--- src/rtl/cpld_spi_pkg.sv ---
`timescale 1ns/1ps
package cpld_spi_pkg;

  typedef enum logic [2:0] {
    ST_CMD,
    ST_CFG,
    ST_WR,
    ST_RD_DUMMY,
    ST_RD_DATA,
    ST_IGNORE
  } seq_state_e;

  localparam logic [7:0] OP_NAND_WR      = 8'h08;
  localparam logic [7:0] OP_CFG_WR       = 8'h09;
  localparam logic [7:0] OP_NAND_RD      = 8'h0A;
  localparam logic [7:0] OP_NAND_RD_FAST = 8'h0B;
  localparam logic [7:0] OP_LED5_ON      = 8'h0C;
  localparam logic [7:0] OP_LED5_OFF     = 8'h0D;

endpackage

--- src/rtl/cpld_spi_rx.sv ---
`timescale 1ns/1ps
module cpld_spi_rx #(
  parameter int DATA_W = 8
) (
  input  logic              clk,
  input  logic              rst_n,
  input  logic              sclk,
  input  logic              cs_n,
  input  logic              mosi,
  input  logic              mosi2,
  input  logic              dual,
  output logic              frame_on,
  output logic              sclk_fall,
  output logic              byte_start,
  output logic              byte_done,
  output logic [DATA_W-1:0] byte_q
);
  localparam int CNT_W = $clog2(DATA_W) + 1;

  logic s_sclk, s_cs_n, s_mosi, s_mosi2, p_sclk;
  logic sclk_rise;
  logic [CNT_W-1:0]  cnt_q, cnt_nx;
  logic [DATA_W-1:0] sh_q, sh_nx;

  always_ff @(posedge clk or negedge rst_n) begin
    if (!rst_n) begin
      s_sclk  <= 1'b0;
      s_cs_n  <= 1'b1;
      s_mosi  <= 1'b0;
      s_mosi2 <= 1'b0;
      p_sclk  <= 1'b0;
    end else begin
      s_sclk  <= sclk;
      s_cs_n  <= cs_n;
      s_mosi  <= mosi;
      s_mosi2 <= mosi2;
      p_sclk  <= s_sclk;
    end
  end

  assign frame_on   = ~s_cs_n;
  assign sclk_rise  = s_sclk & ~p_sclk & ~s_cs_n;
  assign sclk_fall  = ~s_sclk & p_sclk & ~s_cs_n;
  assign byte_start = (cnt_q == '0);

  always_comb begin
    if (dual) begin
      sh_nx  = {sh_q[DATA_W-3:0], s_mosi, s_mosi2};
      cnt_nx = cnt_q + CNT_W'(2);
    end else begin
      sh_nx  = {sh_q[DATA_W-2:0], s_mosi};
      cnt_nx = cnt_q + CNT_W'(1);
    end
  end

  always_ff @(posedge clk or negedge rst_n) begin
    if (!rst_n) begin
      cnt_q     <= '0;
      sh_q      <= '0;
      byte_done <= 1'b0;
      byte_q    <= '0;
    end else begin
      byte_done <= 1'b0;
      if (s_cs_n) begin
        cnt_q <= '0;
        sh_q  <= '0;
      end else if (sclk_rise) begin
        sh_q <= sh_nx;
        if (cnt_nx == CNT_W'(DATA_W)) begin
          cnt_q     <= '0;
          byte_done <= 1'b1;
          byte_q    <= sh_nx;
        end else begin
          cnt_q <= cnt_nx;
        end
      end
    end
  end
endmodule

--- src/rtl/cpld_spi_seq.sv ---
`timescale 1ns/1ps
module cpld_spi_seq
  import cpld_spi_pkg::*;
#(
  parameter int DATA_W     = 8,
  parameter int LED_BITS   = 4,
  parameter int SLOW_DUMMY = 1,
  parameter int FAST_DUMMY = 4
) (
  input  logic              clk,
  input  logic              rst_n,
  input  logic              frame_on,
  input  logic              byte_done,
  input  logic [DATA_W-1:0] byte_q,
  output seq_state_e        state_o,
  output logic              dual_o,
  output logic              rd_phase_o,
  output logic              tx_load_o,
  output logic              wr_push_o,
  output logic [DATA_W-1:0] cfg_o,
  output logic              led5_n_o
);
  localparam int DUMMY_MAX = (FAST_DUMMY > SLOW_DUMMY) ? FAST_DUMMY : SLOW_DUMMY;
  localparam int DUMMY_W   = $clog2(DUMMY_MAX + 1);
  localparam int SPARE_W   = DATA_W - LED_BITS - 1;
  localparam logic [DATA_W-1:0] CFG_INIT = {{SPARE_W{1'b0}}, {(LED_BITS + 1){1'b1}}};

  seq_state_e         state_q;
  logic [DUMMY_W-1:0] dcnt_q;
  logic               last_dummy;

  assign last_dummy = (dcnt_q == DUMMY_W'(1));
  assign state_o    = state_q;
  assign dual_o     = (state_q == ST_WR);
  assign rd_phase_o = (state_q == ST_RD_DUMMY) || (state_q == ST_RD_DATA);
  assign tx_load_o  = byte_done &&
                      (((state_q == ST_RD_DUMMY) && last_dummy) || (state_q == ST_RD_DATA));
  assign wr_push_o  = byte_done && (state_q == ST_WR);

  always_ff @(posedge clk or negedge rst_n) begin
    if (!rst_n) begin
      state_q  <= ST_CMD;
      dcnt_q   <= '0;
      cfg_o    <= CFG_INIT;
      led5_n_o <= 1'b1;
    end else if (!frame_on) begin
      state_q <= ST_CMD;
      dcnt_q  <= '0;
    end else if (byte_done) begin
      case (state_q)
        ST_CMD: begin
          case (byte_q)
            DATA_W'(OP_CFG_WR):  state_q <= ST_CFG;
            DATA_W'(OP_NAND_WR): state_q <= ST_WR;
            DATA_W'(OP_NAND_RD): begin
              state_q <= ST_RD_DUMMY;
              dcnt_q  <= DUMMY_W'(SLOW_DUMMY);
            end
            DATA_W'(OP_NAND_RD_FAST): begin
              state_q <= ST_RD_DUMMY;
              dcnt_q  <= DUMMY_W'(FAST_DUMMY);
            end
            DATA_W'(OP_LED5_ON): begin
              led5_n_o <= 1'b0;
              state_q  <= ST_IGNORE;
            end
            DATA_W'(OP_LED5_OFF): begin
              led5_n_o <= 1'b1;
              state_q  <= ST_IGNORE;
            end
            default: state_q <= ST_IGNORE;
          endcase
        end
        ST_CFG: begin
          cfg_o   <= byte_q;
          state_q <= ST_IGNORE;
        end
        ST_RD_DUMMY: begin
          if (last_dummy) state_q <= ST_RD_DATA;
          else            dcnt_q  <= dcnt_q - DUMMY_W'(1);
        end
        default: state_q <= state_q;
      endcase
    end
  end
endmodule

--- src/rtl/cpld_spi_tx.sv ---
`timescale 1ns/1ps
module cpld_spi_tx #(
  parameter int DATA_W = 8
) (
  input  logic              clk,
  input  logic              rst_n,
  input  logic              frame_on,
  input  logic              rd_phase,
  input  logic              load,
  input  logic              sclk_fall,
  input  logic              byte_start,
  input  logic              rd_valid,
  output logic              rd_ready,
  input  logic [DATA_W-1:0] rd_data,
  output logic              miso
);
  logic [DATA_W-1:0] slot_q, sh_q;
  logic              slot_v;
  logic              take;

  assign rd_ready = frame_on && rd_phase && !slot_v;
  assign take     = rd_valid && rd_ready;
  assign miso     = sh_q[DATA_W-1];

  always_ff @(posedge clk or negedge rst_n) begin
    if (!rst_n) begin
      slot_q <= '0;
      slot_v <= 1'b0;
      sh_q   <= '0;
    end else if (!frame_on) begin
      slot_v <= 1'b0;
      sh_q   <= '0;
    end else begin
      if (load) begin
        sh_q   <= slot_v ? slot_q : '1;
        slot_v <= 1'b0;
      end else if (sclk_fall && !byte_start) begin
        sh_q <= {sh_q[DATA_W-2:0], 1'b0};
      end
      if (take) begin
        slot_q <= rd_data;
        slot_v <= 1'b1;
      end
    end
  end
endmodule

--- src/rtl/cpld_spi_wrbuf.sv ---
`timescale 1ns/1ps
module cpld_spi_wrbuf #(
  parameter int DATA_W = 8
) (
  input  logic              clk,
  input  logic              rst_n,
  input  logic              frame_on,
  input  logic              push,
  input  logic [DATA_W-1:0] push_data,
  output logic              wr_valid,
  input  logic              wr_ready,
  output logic [DATA_W-1:0] wr_data
);
  logic [DATA_W-1:0] held_q;
  logic              held_v;

  always_ff @(posedge clk or negedge rst_n) begin
    if (!rst_n) begin
      held_q   <= '0;
      held_v   <= 1'b0;
      wr_data  <= '0;
      wr_valid <= 1'b0;
    end else begin
      if (wr_valid && wr_ready) wr_valid <= 1'b0;
      if (push) begin
        if (held_v) begin
          wr_data  <= held_q;
          wr_valid <= 1'b1;
        end
        held_q <= push_data;
        held_v <= 1'b1;
      end
      if (!frame_on) held_v <= 1'b0;
    end
  end
endmodule

--- src/rtl/spi_glue_cmd_decoder.sv ---
`timescale 1ns/1ps
module spi_glue_cmd_decoder
  import cpld_spi_pkg::*;
#(
  parameter int DATA_W     = 8,
  parameter int LED_BITS   = 4,
  parameter int SLOW_DUMMY = 1,
  parameter int FAST_DUMMY = 4
) (
  input  logic                         clk,
  input  logic                         rst_n,
  input  logic                         spi_sclk,
  input  logic                         spi_cs_n,
  input  logic                         spi_mosi,
  input  logic                         spi_mosi2,
  output logic                         spi_miso,
  output logic                         wr_valid,
  input  logic                         wr_ready,
  output logic [DATA_W-1:0]            wr_data,
  input  logic                         rd_valid,
  output logic                         rd_ready,
  input  logic [DATA_W-1:0]            rd_data,
  output logic [LED_BITS-1:0]          led_n,
  output logic                         nand_ce_n,
  output logic [DATA_W-LED_BITS-2:0]   spare_out,
  output logic                         led5_n
);
  logic              frame_on, sclk_fall, byte_start, byte_done;
  logic [DATA_W-1:0] byte_q, cfg;
  logic              dual, rd_phase, tx_load, wr_push;
  seq_state_e        st;

  cpld_spi_rx #(.DATA_W(DATA_W)) u_rx (
    .clk(clk), .rst_n(rst_n), .sclk(spi_sclk), .cs_n(spi_cs_n),
    .mosi(spi_mosi), .mosi2(spi_mosi2), .dual(dual),
    .frame_on(frame_on), .sclk_fall(sclk_fall), .byte_start(byte_start),
    .byte_done(byte_done), .byte_q(byte_q)
  );

  cpld_spi_seq #(
    .DATA_W(DATA_W), .LED_BITS(LED_BITS),
    .SLOW_DUMMY(SLOW_DUMMY), .FAST_DUMMY(FAST_DUMMY)
  ) u_seq (
    .clk(clk), .rst_n(rst_n), .frame_on(frame_on), .byte_done(byte_done),
    .byte_q(byte_q), .state_o(st), .dual_o(dual), .rd_phase_o(rd_phase),
    .tx_load_o(tx_load), .wr_push_o(wr_push), .cfg_o(cfg), .led5_n_o(led5_n)
  );

  cpld_spi_tx #(.DATA_W(DATA_W)) u_tx (
    .clk(clk), .rst_n(rst_n), .frame_on(frame_on), .rd_phase(rd_phase),
    .load(tx_load), .sclk_fall(sclk_fall), .byte_start(byte_start),
    .rd_valid(rd_valid), .rd_ready(rd_ready), .rd_data(rd_data), .miso(spi_miso)
  );

  cpld_spi_wrbuf #(.DATA_W(DATA_W)) u_wrbuf (
    .clk(clk), .rst_n(rst_n), .frame_on(frame_on), .push(wr_push),
    .push_data(byte_q), .wr_valid(wr_valid), .wr_ready(wr_ready), .wr_data(wr_data)
  );

  assign led_n     = cfg[LED_BITS-1:0];
  assign nand_ce_n = cfg[LED_BITS];
  assign spare_out = cfg[DATA_W-1:LED_BITS+1];
endmodule

--- config.mk ---
export PLATFORM = sky130hd
export DESIGN_NAME = spi_glue_cmd_decoder
export DESIGN_NICKNAME = d
export VERILOG_FILES = /design/src/rtl/cpld_spi_pkg.sv /design/src/rtl/cpld_spi_rx.sv /design/src/rtl/cpld_spi_seq.sv /design/src/rtl/cpld_spi_tx.sv /design/src/rtl/cpld_spi_wrbuf.sv /design/src/rtl/spi_glue_cmd_decoder.sv
export SDC_FILE = /design/constraint.sdc
export NUM_CORES = 1
export LEC_CHECK = 0
export CORE_MARGIN = 1
export CORE_UTILIZATION = 40
export CTS_CLUSTER_SIZE = 20
export DETAILED_ROUTE_END_ITERATION = 8
export SYNTH_ARGS = -nofsm -noshare
export SYNTH_HDL_FRONTEND = slang
export SYNTH_HIERARCHICAL = 1
export SYNTH_SLANG_ARGS = --single-unit
--- constraint.sdc ---
create_clock -name clk -period 2.6 [get_ports clk]
set_input_delay 0.39 -clock clk [delete_from_list [all_inputs] [get_ports clk]]
set_output_delay 0.39 -clock clk [all_outputs]
set_load 0.02 [all_outputs]
==> Yosys cells after proc, flatten, opt, wreduce, memory -nomap -nowiden <==
Cells that the tools add are included.
{ "word_totals": {"register_bits": 75, "output_inout_bits": 20} }
{ "classes": {"n_addsub": 3, "reduce_logical": 30, "n_eq_ne": 15, "n_bitwise": 7, "n_mux": 33} }
{ "ops": {"columns": ["op", "n"], "rows": [
  ["equality test 8 x 4 -> 1 bit (second input constant)", 6],
  ["2-to-1 mux 8 bit", 5],
  ["2-to-1 mux 3 bit", 6],
  ["case mux 3 bit (3 select lines)", 2],
  ["2-to-1 mux 4 bit", 4],
  ["2-to-1 mux 7 bit", 2],
  ["case mux 3 bit (2 select lines)", 2],
  ["2-to-1 mux 1 bit", 11],
  ["AND reduction 3 bit", 3],
  ["nonzero test 3 bit", 3],
  ["logical AND 1 bit", 8],
  ["AND reduction 4 bit", 2],
  ["nonzero test 2 bit", 4],
  ["equality test 3 x 1 -> 1 bit (second input constant)", 2],
  ["equality test 3 x 2 -> 1 bit (second input constant)", 2],
  ["adder 4 x 1 -> 4 bit (second input constant)", 1],
  ["adder 4 x 2 -> 4 bit (second input constant)", 1],
  ["bitwise AND 1 bit", 4],
  ["equality test 4 bit (second input constant)", 1],
  ["logical NOT 4 bit", 1],
  ["!= test 4 bit (second input constant)", 1],
  ["AND reduction 2 bit", 2],
  ["nonzero test 4 bit", 1],
  ["equality test 3 bit (second input constant)", 1],
  ["9 further kinds", 13]
]} }

==> Longest topological paths before layout <==
Gate-level depths: netlist of run 1.
{ "logic_depth": {"word_depth": 7, "mapped_depth": 9} }

==> By module <==
The synthesis of run 1 kept the hierarchy.
{ "by_module_without_submodules": {"columns": ["mod", "cells_each", "area_per_inst_um2", "n_inst"], "rows": [
  ["cpld_spi_rx", 84, 1154.9, 1],
  ["cpld_spi_seq", 79, 890.9, 1],
  ["cpld_spi_tx", 61, 809.5, 1],
  ["cpld_spi_wrbuf", 39, 708.2, 1]
]} }

==> Worst setup path before layout of run 1 <==
No wires, ideal clock.
{ "synth_timing": {"kind": "register to register", "from": "reg u_seq.state_q[2] (netlist: u_seq/state_o[2])", "to": "reg u_rx.byte_q[0]", "required_ps": 2475, "period_less_slack_ps": 2000, "arrival_time_ps": 1875, "path_slack_ps": 600, "path_stages_with_launch": 7, "cell_sequence": "dfrtp_1 > nand2b_1 > nor2_1 > o21ai_1 > xnor2_1 > nand3_4 > mux2_4"} }
{ "synth_via": {"elab_chain_cells": 4} }
{ "synth_lines": {"columns": ["element", "line", "source"], "rows": [
  ["start: declaration", "cpld_spi_seq.sv:28", "seq_state_e state_q;"],
  ["start signal: assignment", "cpld_spi_seq.sv:82", "default: state_q <= state_q;"],
  ["equality test 3 x 2 -> 1 bit (*)", "cpld_spi_seq.sv:34", "assign dual_o = (state_q == ST_WR);"],
  ["named net dual", "spi_glue_cmd_decoder.sv:30", "logic dual, rd_phase, tx_load, wr_push;"],
  ["2-to-1 mux 4 bit", "cpld_spi_rx.sv:47", "if (dual) begin"],
  ["equality test 4 bit", "cpld_spi_rx.sv:69", "if (cnt_nx == CNT_W'(DATA_W)) begin"],
  ["AND reduction 3 bit (no source line)", null, null],
  ["end signal: assignment", "cpld_spi_rx.sv:72", "byte_q <= sh_nx;"],
  ["end: declaration", "cpld_spi_rx.sv:16", "output logic [DATA_W-1:0] byte_q"]
]} }
Mark *: on every way through the listed nets, which the timed path passes. The rest lies on a longest branch.
A chain may end at the register's enable or synchronous reset.

==> Worst setup path after layout of run 1 <==
{ "layout_timing": {"from": "reg u_seq.state_q[2] (netlist: u_seq/state_o[2])", "to": "out rd_ready"} }
{ "layout_via": {"elab_chain_cells": 4} }
{ "layout_lines": {"columns": ["element", "line", "source"], "rows": [
  ["equality test 3 x 2 -> 1 bit or equality test 3 bit (tied branches)", "cpld_spi_seq.sv:35", "assign rd_phase_o = (state_q == ST_RD_DUMMY) || (state_q == ST_RD_DATA);"],
  ["logical OR 1 bit (*)", "cpld_spi_seq.sv:35", null],
  ["named net rd_phase", "spi_glue_cmd_decoder.sv:30", null],
  ["logical AND 1 bit (*) (2 in series)", "cpld_spi_tx.sv:21", "assign rd_ready = frame_on && rd_phase && !slot_v;"],
  ["end: declaration", "spi_glue_cmd_decoder.sv:21", "output logic rd_ready,"]
]} }
Marked as above.

==> flow_summary.json, run 1 <==
{
  "arrival_ps": 1990,
  "die_area_um2": 9290,
  "wire_per_inst_um": 14.6,
  "root_buffer": "clkbuf_8",
  "total_leakage_power_nw": 1.99,
  "synth_edf_count": 0,
  "setup_tns_ps": 0,
  "syn-cell-area_um2": 3560,
  "wl_met1_um": 3200,
  "postSynth.asyncResetShare_pct": 100,
  "path_class": "register to primary output",
  "setup_slack_ps": 217,
  "yosysTopAreaCell": "dfrtp_1",
  "clkTransAtPathRegs_ps": 80,
  "routed.top_layer": "met4",
  "cp_max_fo": 8,
  "synth_top_area_share_pct": 47.8,
  "antenna_found_initial": 0,
  "critPathLaunchType": "register",
  "layout_common_cells": "dfrtp_1 (67), clkdlybuf4s50_1 (34), mux2_2 (24), mux2_4 (24), inv_1 (19)",
  "slew_headroom_pct": 45.1,
  "row_count": 34,
  "instances_no_fill": 424,
  "skew_ps": 11.0,
  "place_inst": 405,
  "drt_wl_total_um": 6190,
  "drive_gt1_share_pct": 29.1,
  "met2_length_um": 2680,
  "clkLatencyLatePin_ps": 350,
  "synth-main-ff-cell": "dfrtp_1",
  "ys_seq_area_share_pct": 52.9,
  "syn_area_per_cell_um2": 13.5,
  "cts_buffer_depth": 2,
  "dr.pass1.iters": 4,
  "htree_num_levels": 3,
  "synth_nets": 284,
  "ys_types": 53,
  "worst_ep_required_time_ps": 2210,
  "cts_made_buffers": 9,
  "cts_tree": "built",
  "worstMarginPinSlew_ps": 824,
  "final_util_pct": 49.5,
  "worstSetupEndpointType": "primary output",
  "core_um2": 8680,
  "post-route-drc-count": 0,
  "ys_seq_elements": 75,
  "synth_warnings": 6,
  "report.final.slew_viol_count": 0,
  "maxCapViolCount": 0,
  "ctsHoldBuffers": 0,
  "period_share_pct": 91.7,
  "clock-sinks": 75,
  "setup_viol": 0,
  "layout_commonest_cell": "dfrtp_1",
  "wl_met3_um": 161,
  "hold_path_class": "primary input to async pin",
  "antenna_cells": 0,
  "overflow": 0,
  "finalHoldViolCount": 0,
  "die_h_um": 96.4,
  "grt_usage_pct": 15.0,
  "p_per_area_nw_per_um2": 525,
  "dp_hpwl_um": 4140,
  "netlist_instances": 263,
  "vias": 2139,
  "grt_pass1_vias": 2084,
  "p_total_mw": 2.25,
  "grt_max_degree": 76,
  "drtAntennaViolNets": 0,
  "timing.fmax_mhz": 420,
  "start_util_pct": 41.1,
  "vias_per_cell": 5.04,
  "status": "finished clean",
  "area_growth_pct": 20.4,
  "num-nets-final": 332,
  "period_minus_slack_ps": 2380,
  "reg2regPathDepth": 7,
  "portBuffers": 35,
  "vdd.ir_drop.worst_v": 0.000215,
  "grt_pass1_wl_um": 10300,
  "place_congestion": 0.723,
  "fp.dieW_um": 96.4,
  "synthTopCellsByArea": "dfrtp_1 (48%), mux2_4 (10%), mux2_2 (7.6%)",
  "place_ws_ps": 452,
  "rsz0062_at_grt": "no",
  "pin_count": 36,
  "drt_iter0_drc": 75
}
cell families after synthesis:
logic type,after synthesis,share of synthesized area [%]
adders and majority gates,5,1.76
muxes,58,20.5
and+or+nand+nor,57,12.1
AOI/OAI and AO/OA,39,8.74
buffers and inverters,26,3.27
DFF,75,52.9
xor gates and xnor gates,3,0.737
per-stage QoR:
stage	hold WS [ps]	cell area, µm²
after global placement	453	4050
after detailed placement	454	4050
after CTS	63.5	4270
after floorplan	94.4	3560
after global routing	75.7	4290
final	28.8	4290
registers in the layout, summed over array words and instances, names as in the netlist:
register and flops:
u_rx/byte_q 8, u_wrbuf/wr_data 8, u_seq/dcnt_q 3, u_tx/sh_q 8, u_wrbuf/wr_valid 1, u_wrbuf/held_q 8, u_rx/s_sclk 1, u_rx/s_mosi2 1
u_seq/led5_n_o 1, u_tx/slot_q 8, u_rx/s_mosi 1, u_rx/byte_done 1, u_rx/cnt_q 4, u_rx/p_sclk 1, u_rx/sh_q 7, u_wrbuf/held_v 1
u_seq/state_o 3, u_seq/cfg_o 8, u_rx/s_cs_n 1, u_tx/slot_v 1
layout make-up:
| type | count | area (µm²) |
|---|---|---|
| clock buffers | 10 | 128 |
| flip-flops and latches | 75 | 1890 |
| repair buffers | 43 | 418 |
| multi-input cells | 162 | 1560 |
| well taps | 108 | 135 |
| fillers | 792 | 4390 |
| clock inverters | 6 | 87.6 |
| inverters | 20 | 75.1 |
worst max-delay path, cell delays in order (launching register included):
cell	delay [ps]
dfrtp_1	460
nand3b_1	260
nand2_1	110
and3b_4	210
clkdlybuf4s50_1	600
synthesized netlist by cell type, types with 2 or more instances:
cell,n
dfrtp_1,68
mux2_2,24
mux2_4,24
inv_1,19
nand2_1,11
mux2i_1,10
dfstp_2,7
o21ai_0,7
a22o_1,6
nor3b_1,6
o221ai_1,6
a21oi_1,5
ha_1,5
nand2b_1,5
nor2_1,5
nand3_1,4
and2_1,3
buf_2,3
nor3_1,3
a211o_1,2
and3_1,2
buf_6,2
nand3b_1,2
nor2b_1,2
nor4b_4,2
o21a_1,2
xnor2_1,2
what timing repair did:
action	in CTS	in global routing
setup endpoints to repair	0	1
resized for setup	0	1
buffers inserted	0	3
worst paths after layout:
path / from / endpoint / slack [ps]
setup / recovery: u_seq/state_o[2]$_DFFE_PN0P_ / rd_ready / 220
hold / removal: rst_n / u_wrbuf/wr_data[4]$_DFFE_PN0P_ / 30
setup reg to reg: u_seq/state_o[2]$_DFFE_PN0P_ / u_rx/byte_q[1]$_DFFE_PN0P_ / 540
hold reg to reg: u_rx/s_sclk$_DFF_PN0_ / u_rx/p_sclk$_DFF_PN0_ / 470
max in group asynchronous: rst_n / u_rx/s_cs_n$_DFF_PN1_ / 2180
min in group clk: spi_cs_n / u_rx/s_cs_n$_DFF_PN1_ / 450
power breakdown:
part | switching [mW] | leakage (nW) | internal (mW) | total, mW
clock | 0.437 | 0.111 | 0.542 | 0.979
sequential | 0.00697 | 1.01 | 1.17 | 1.18
combinational | 0.0535 | 0.869 | 0.0410 | 0.0945
total | 0.497 | 1.99 | 1.76 | 2.25
layer usage:
| layer | GRT usage, % | vias to the layer above |
|---|---|---|
| met5 | 0 | - |
| met4 | 8.82 | 0 |
| met3 | 2.82 | 10 |
| met2 | 21.2 | 35 |
| met1 | 21.4 | 1051 |
| li1 | - | 1043 |
No activity file was read; power rests on OpenSTA's default activity.
==> inputs of run 2 (changes only) <==
- CAP_MARGIN: unset -> 25
- HOLD_SLACK_MARGIN: unset -> 0.06
- MAX_ROUTING_LAYER: unset -> met4
==> run 2 against run 1 <==
Compared with the run above: die area did not move; clock skew fell by 2.5 ps; fmax up 0.41%; global-route usage grew 0.44 points; total power is 0.20% lower; cell count unchanged; critical path depth unchanged; combinational power barely moved; clock-buffer cell count unchanged; critical path type unchanged; largest power group unchanged.
==> flow_summary.json, run 2 (same netlist as run 1, synthesis figures left out) <==
{
  "status": "finished clean",
  "drtAntennaViolNets": 0,
  "arrival_ps": 1980,
  "start_util_pct": 41.1,
  "pwr-share-comb_pct": 4.2,
  "vias_per_cell": 5.04,
  "switching_share_pct": 21.9,
  "slowest_stage": "clkdlybuf4s50_1",
  "fp.dieW_um": 96.4,
  "die_h_um": 96.4,
  "p_switching_mw": 0.493,
  "gr-max-usage-layer": "met1",
  "row_count": 34,
  "rsz0062_at_grt": "no",
  "p_int_mw": 1.76,
  "grt_pass1_vias": 2092,
  "pin_count": 36,
  "finalHoldViolCount": 0,
  "clkLatencyLatePin_ps": 350,
  "place_ws_ps": 452,
  "wire_per_inst_um": 14.5,
  "dp_hpwl_um": 4140,
  "seqCellArea_um2": 1890,
  "die_area_um2": 9290,
  "overflow": 0,
  "multi_input_comb_area_um2": 1560,
  "htree_num_levels": 3,
  "p_per_area_nw_per_um2": 524,
  "total_leakage_power_nw": 1.99,
  "core_um2": 8680,
  "cts_tree": "built",
  "area_growth_pct": 20.4,
  "root_buffer": "clkbuf_8",
  "layout_commonest_cell": "dfrtp_1",
  "critPathLaunchType": "register",
  "period_minus_slack_ps": 2370,
  "report.final.slew_viol_count": 0,
  "grt_max_degree": 76,
  "grtUsageMet1_pct": 21.4,
  "reg2reg_slack_ps": 550,
  "nFillCells": 792,
  "use_met3_pct": 2.82,
  "drt_wl_total_um": 6160,
  "place_congestion": 0.732,
  "p_seq_share_pct": 52.5,
  "path_cells": "nand3b_1 -> nand2_1 -> and3b_4 -> clkdlybuf4s50_1",
  "skew_ps": 8.47,
  "antenna_found_initial": 0,
  "grt_pass1_wl_um": 10300,
  "cp_max_fo": 8,
  "maxCapViolCount": 0,
  "reg2regPathDepth": 7,
  "worstMarginPinSlew_ps": 823,
  "met2_usage_pct": 21.3,
  "cts_buffer_depth": 2,
  "max_stage_delay_ps": 600,
  "period_share_pct": 91.3,
  "antenna_cells": 0,
  "slew_headroom_pct": 45.1,
  "setup_tns_ps": 0,
  "worst_ep_required_time_ps": 2210,
  "vias": 2137,
  "clock-sinks": 75,
  "post-route-drc-count": 0,
  "num-nets-final": 332,
  "dr.pass1.iters": 4,
  "clkTransAtPathRegs_ps": 80,
  "cts_made_buffers": 9,
  "drive_gt1_share_pct": 29.1,
  "grt_usage_pct": 15.5,
  "layout_common_cells": "dfrtp_1 (67), clkdlybuf4s50_1 (34), mux2_2 (24), mux2_4 (24), inv_1 (19)",
  "portBuffers": 35,
  "path_class": "register to primary output",
  "p_clk_share_pct": 43.3,
  "hold_path_class": "primary input to async pin",
  "drt_iter0_drc": 71,
  "timing.fmax_mhz": 421,
  "setup_slack_ps": 227,
  "worstSetupEndpointType": "primary output",
  "vdd.ir_drop.worst_v": 0.000215,
  "setup_viol": 0
}
==> run 2: final cells by class <==
type	count	share of cell area (%)
Multi-Input combinational cell	162	36.4
Clock inverter	6	2.04
Clock buffer	10	2.97
Timing Repair Buffer	43	9.74
Tap cell	108	3.15
Sequential cell	75	44.0
Inverter	20	1.75
==> run 2: final timing paths <==
path,startpoint,to
worst min-delay path,rst_n,u_wrbuf/wr_data[4]$_DFFE_PN0P_
worst max register to register,u_seq/state_o[2]$_DFFE_PN0P_,u_rx/byte_q[5]$_DFFE_PN0P_
worst min register to register,u_rx/s_sclk$_DFF_PN0_,u_rx/p_sclk$_DFF_PN0_
worst max-delay path,u_seq/state_o[2]$_DFFE_PN0P_,rd_ready
max in group asynchronous,rst_n,u_seq/cfg_o[1]$_DFFE_PN1P_
min in group clk,spi_cs_n,u_rx/s_cs_n$_DFF_PN1_
==> run 2: layer usage <==
| metal | wire (µm) | up-vias |
|---|---|---|
| li1 | - | 1042 |
| met1 | 3170 | 1050 |
| met2 | 2690 | 36 |
| met3 | 166 | 9 |
| met4 | 140 | 0 |
| met5 | 0 | - |
==> run 2: stage by stage <==
| stage | power, mW | instances | area [µm²] | utilization (%) | hold WS (ps) |
|---|---|---|---|---|---|
| 2_1_floorplan | 1.24 | 263 | 3560 | - | 94.4 |
| 3_3_place_gp | 1.30 | 405 | 4050 | 46.7 | 453 |
| 3_5_place_dp | 1.30 | 405 | 4050 | 46.7 | 454 |
| 4_1_cts | 2.29 | 421 | 4270 | 49.2 | 63.5 |
| 5_1_grt | 2.35 | 424 | 4290 | 49.5 | 75.7 |
| 6_report | 2.25 | 424 | 4290 | 49.5 | 36.8 |
==> run 2: power by group through the flow <==
stage | clock, mW | combinational, mW | sequential [mW]
floorplan | 0 | 0.0399 | 1.20
global placement | 0 | 0.0967 | 1.20
detailed placement | 0 | 0.0976 | 1.20
CTS | 1.01 | 0.0978 | 1.18
global route | 1.06 | 0.106 | 1.18
finish | 0.975 | 0.0942 | 1.18
==> run 2: worst max-delay path, delay by kind of cell (launching register included) <==
kind | cells | cell delay [ps]
buffers and inverters | 1 | 600
and+or+nand+nor | 3 | 580
DFF | 1 | 460
==> run 2: what timing repair did <==
item                       in CTS  in global routing
setup endpoints to repair       0                  1
hold buffers                    0                  0
resized for setup               0                  1
buffers inserted                0                  3
==> inputs of run 3 (changes only) <==
- ABC_CLOCK_PERIOD_IN_PS: unset -> 2600
- PLACE_DENSITY_LB_ADDON: unset -> 0.05
==> run 3 against run 2 <==
Compared with the run above: non-clock buffer count fell by 1; combinational power rose by 5.7%; first-iteration DRC count fell by 27%; clock power rose by 13%; final area rose by 0.90%; via count rose by 0.66%; sequential power barely moved; total power rose by 5.9%; core utilization rose by 0.45 points; sequential cell count did not move; die area did not move; critical path depth did not move.
==> flow_summary.json, run 3 (same netlist as run 1, synthesis figures left out) <==
{
  "cp_max_fo": 8,
  "worstSetupEndpointType": "primary output",
  "slowest_stage": "clkdlybuf4s50_1",
  "cts_tree": "built",
  "p_seq_share_pct": 49.5,
  "setup_tns_ps": 0,
  "multi_input_comb_area_um2": 1560,
  "worst-path-buf-inv": 1,
  "path_cells": "nand3b_1 -> nand2_1 -> and3b_4 -> clkdlybuf4s50_1",
  "arrival_ps": 2080,
  "min_from": "spi_cs_n",
  "overflow": 0,
  "grt_usage_pct": 16.4,
  "rsz0062_at_grt": "no",
  "period_share_pct": 95.0,
  "grt_pass1_vias": 2155,
  "dp_hpwl_um": 4310,
  "vias": 2151,
  "crit_path_start": "u_seq/state_o[2]$_DFFE_PN0P_",
  "die_h_um": 96.4,
  "start_util_pct": 41.1,
  "pwr-share-comb_pct": 4.2,
  "timing.fmax_mhz": 405,
  "maxCapViolCount": 0,
  "crit_family": "simple AND/OR/NAND/NOR gates",
  "switching_share_pct": 21.8,
  "post-route-drc-count": 0,
  "worst_ep_required_time_ps": 2210,
  "skew_ps": 8.19,
  "antenna_found_initial": 0,
  "slew_headroom_pct": 47.8,
  "setup_viol": 0,
  "critPathLaunchType": "register",
  "p_switching_mw": 0.519,
  "drt_iter0_drc": 52,
  "clkLatencyLatePin_ps": 350,
  "pin_count": 36,
  "holdWs_ps": 443,
  "finalHoldViolCount": 0,
  "worstMarginPinSlew_ps": 783,
  "p_total_mw": 2.38,
  "layout_commonest_cell": "dfrtp_1",
  "r2r_start": "u_seq/state_o[2]$_DFFE_PN0P_",
  "period_minus_slack_ps": 2470,
  "num-nets-final": 331,
  "clkTransAtPathRegs_ps": 80,
  "vdd.ir_drop.worst_v": 0.000320,
  "grt_pass1_wl_um": 11000,
  "area_growth_pct": 21.5,
  "vias_per_cell": 5.09,
  "hold_path_class": "primary input to register",
  "drtAntennaViolNets": 0,
  "portBuffers": 35,
  "total_leakage_power_nw": 2.00,
  "p_int_mw": 1.86,
  "die_area_um2": 9290,
  "cts_buffer_depth": 2,
  "htree_num_levels": 3,
  "grt_max_degree": 75,
  "wire_per_inst_um": 15.7,
  "fp.dieW_um": 96.4,
  "p_clk_share_pct": 46.3,
  "path_class": "register to primary output",
  "root_buffer": "clkbuf_8",
  "core_um2": 8680,
  "nFillCells": 800,
  "status": "finished clean",
  "drt_wl_total_um": 6640,
  "report.final.slew_viol_count": 0,
  "max_stage_delay_ps": 600,
  "layout_common_cells": "dfrtp_1 (67), clkdlybuf4s50_1 (34), mux2_2 (24), mux2_4 (24), inv_1 (19)",
  "dr.pass1.iters": 4,
  "drive_gt1_share_pct": 28.9,
  "seqCellArea_um2": 1890,
  "antenna_cells": 0,
  "p_per_area_nw_per_um2": 550,
  "row_count": 34,
  "clock-sinks": 75,
  "cts_made_buffers": 9,
  "place_congestion": 0.731
}
==> run 3: routing by layer <==
metal | vias to the layer above | GRT usage (%) | wire [µm]
met3 | 11 | 5.16 | 240
li1 | 1043 | - | -
met1 | 1063 | 23.3 | 3310
met2 | 34 | 22.9 | 3020
met4 | 0 | 3.68 | 71
met5 | - | - | 0
==> run 3: cell type report <==
class	instances	area share (%)
clock buffer	9	2.86
clock inverter	7	2.89
inverter	20	1.73
multi-input combinational	162	36.1
sequential	75	43.6
tap	108	3.12
timing repair buffer	42	9.77
==> run 3: repair_timing <==
item,4_1_cts,5_1_grt
endpoints found under the setup margin,0,1
endpoints found under the hold margin,0,25
buffers inserted,0,0
resized for setup,0,1
hold buffers,0,1
==> run 3: metrics by stage <==
step	worst slack, ps	instance area, µm²	std cells	utilization, %
finish	129	4330	423	49.9
global route	1.17	4330	423	49.9
CTS	79.6	4290	421	49.5
detailed placement	472	4040	405	46.6
global placement	491	4040	405	46.6
floorplan	600	3560	263	-
==> run 3: final timing paths <==
path | endpoint | slack (ps) | depth (start not counted)
max reg2reg | u_rx/byte_q[3]$_DFFE_PN0P_ | 500 | 7
max in group asynchronous | u_seq/led5_n_o$_DFFE_PN1P_ | 1340 | 4
min in group asynchronous | u_tx/sh_q[1]$_DFFE_PN0P_ | 510 | 2
min reg2reg | u_rx/p_sclk$_DFF_PN0_ | 470 | 0
max | rd_ready | 130 | 4
min | u_rx/s_cs_n$_DFF_PN1_ | 440 | 1
==> run 3: power by group through the flow <==
stage	Clock, mW	Combinational, mW	Sequential (mW)
after global routing	1.20	0.112	1.18
after detailed placement	0	0.0962	1.20
final	1.10	0.0996	1.18
after global placement	0	0.0960	1.20
after CTS	1.15	0.0964	1.18
after floorplan	0	0.0399	1.20
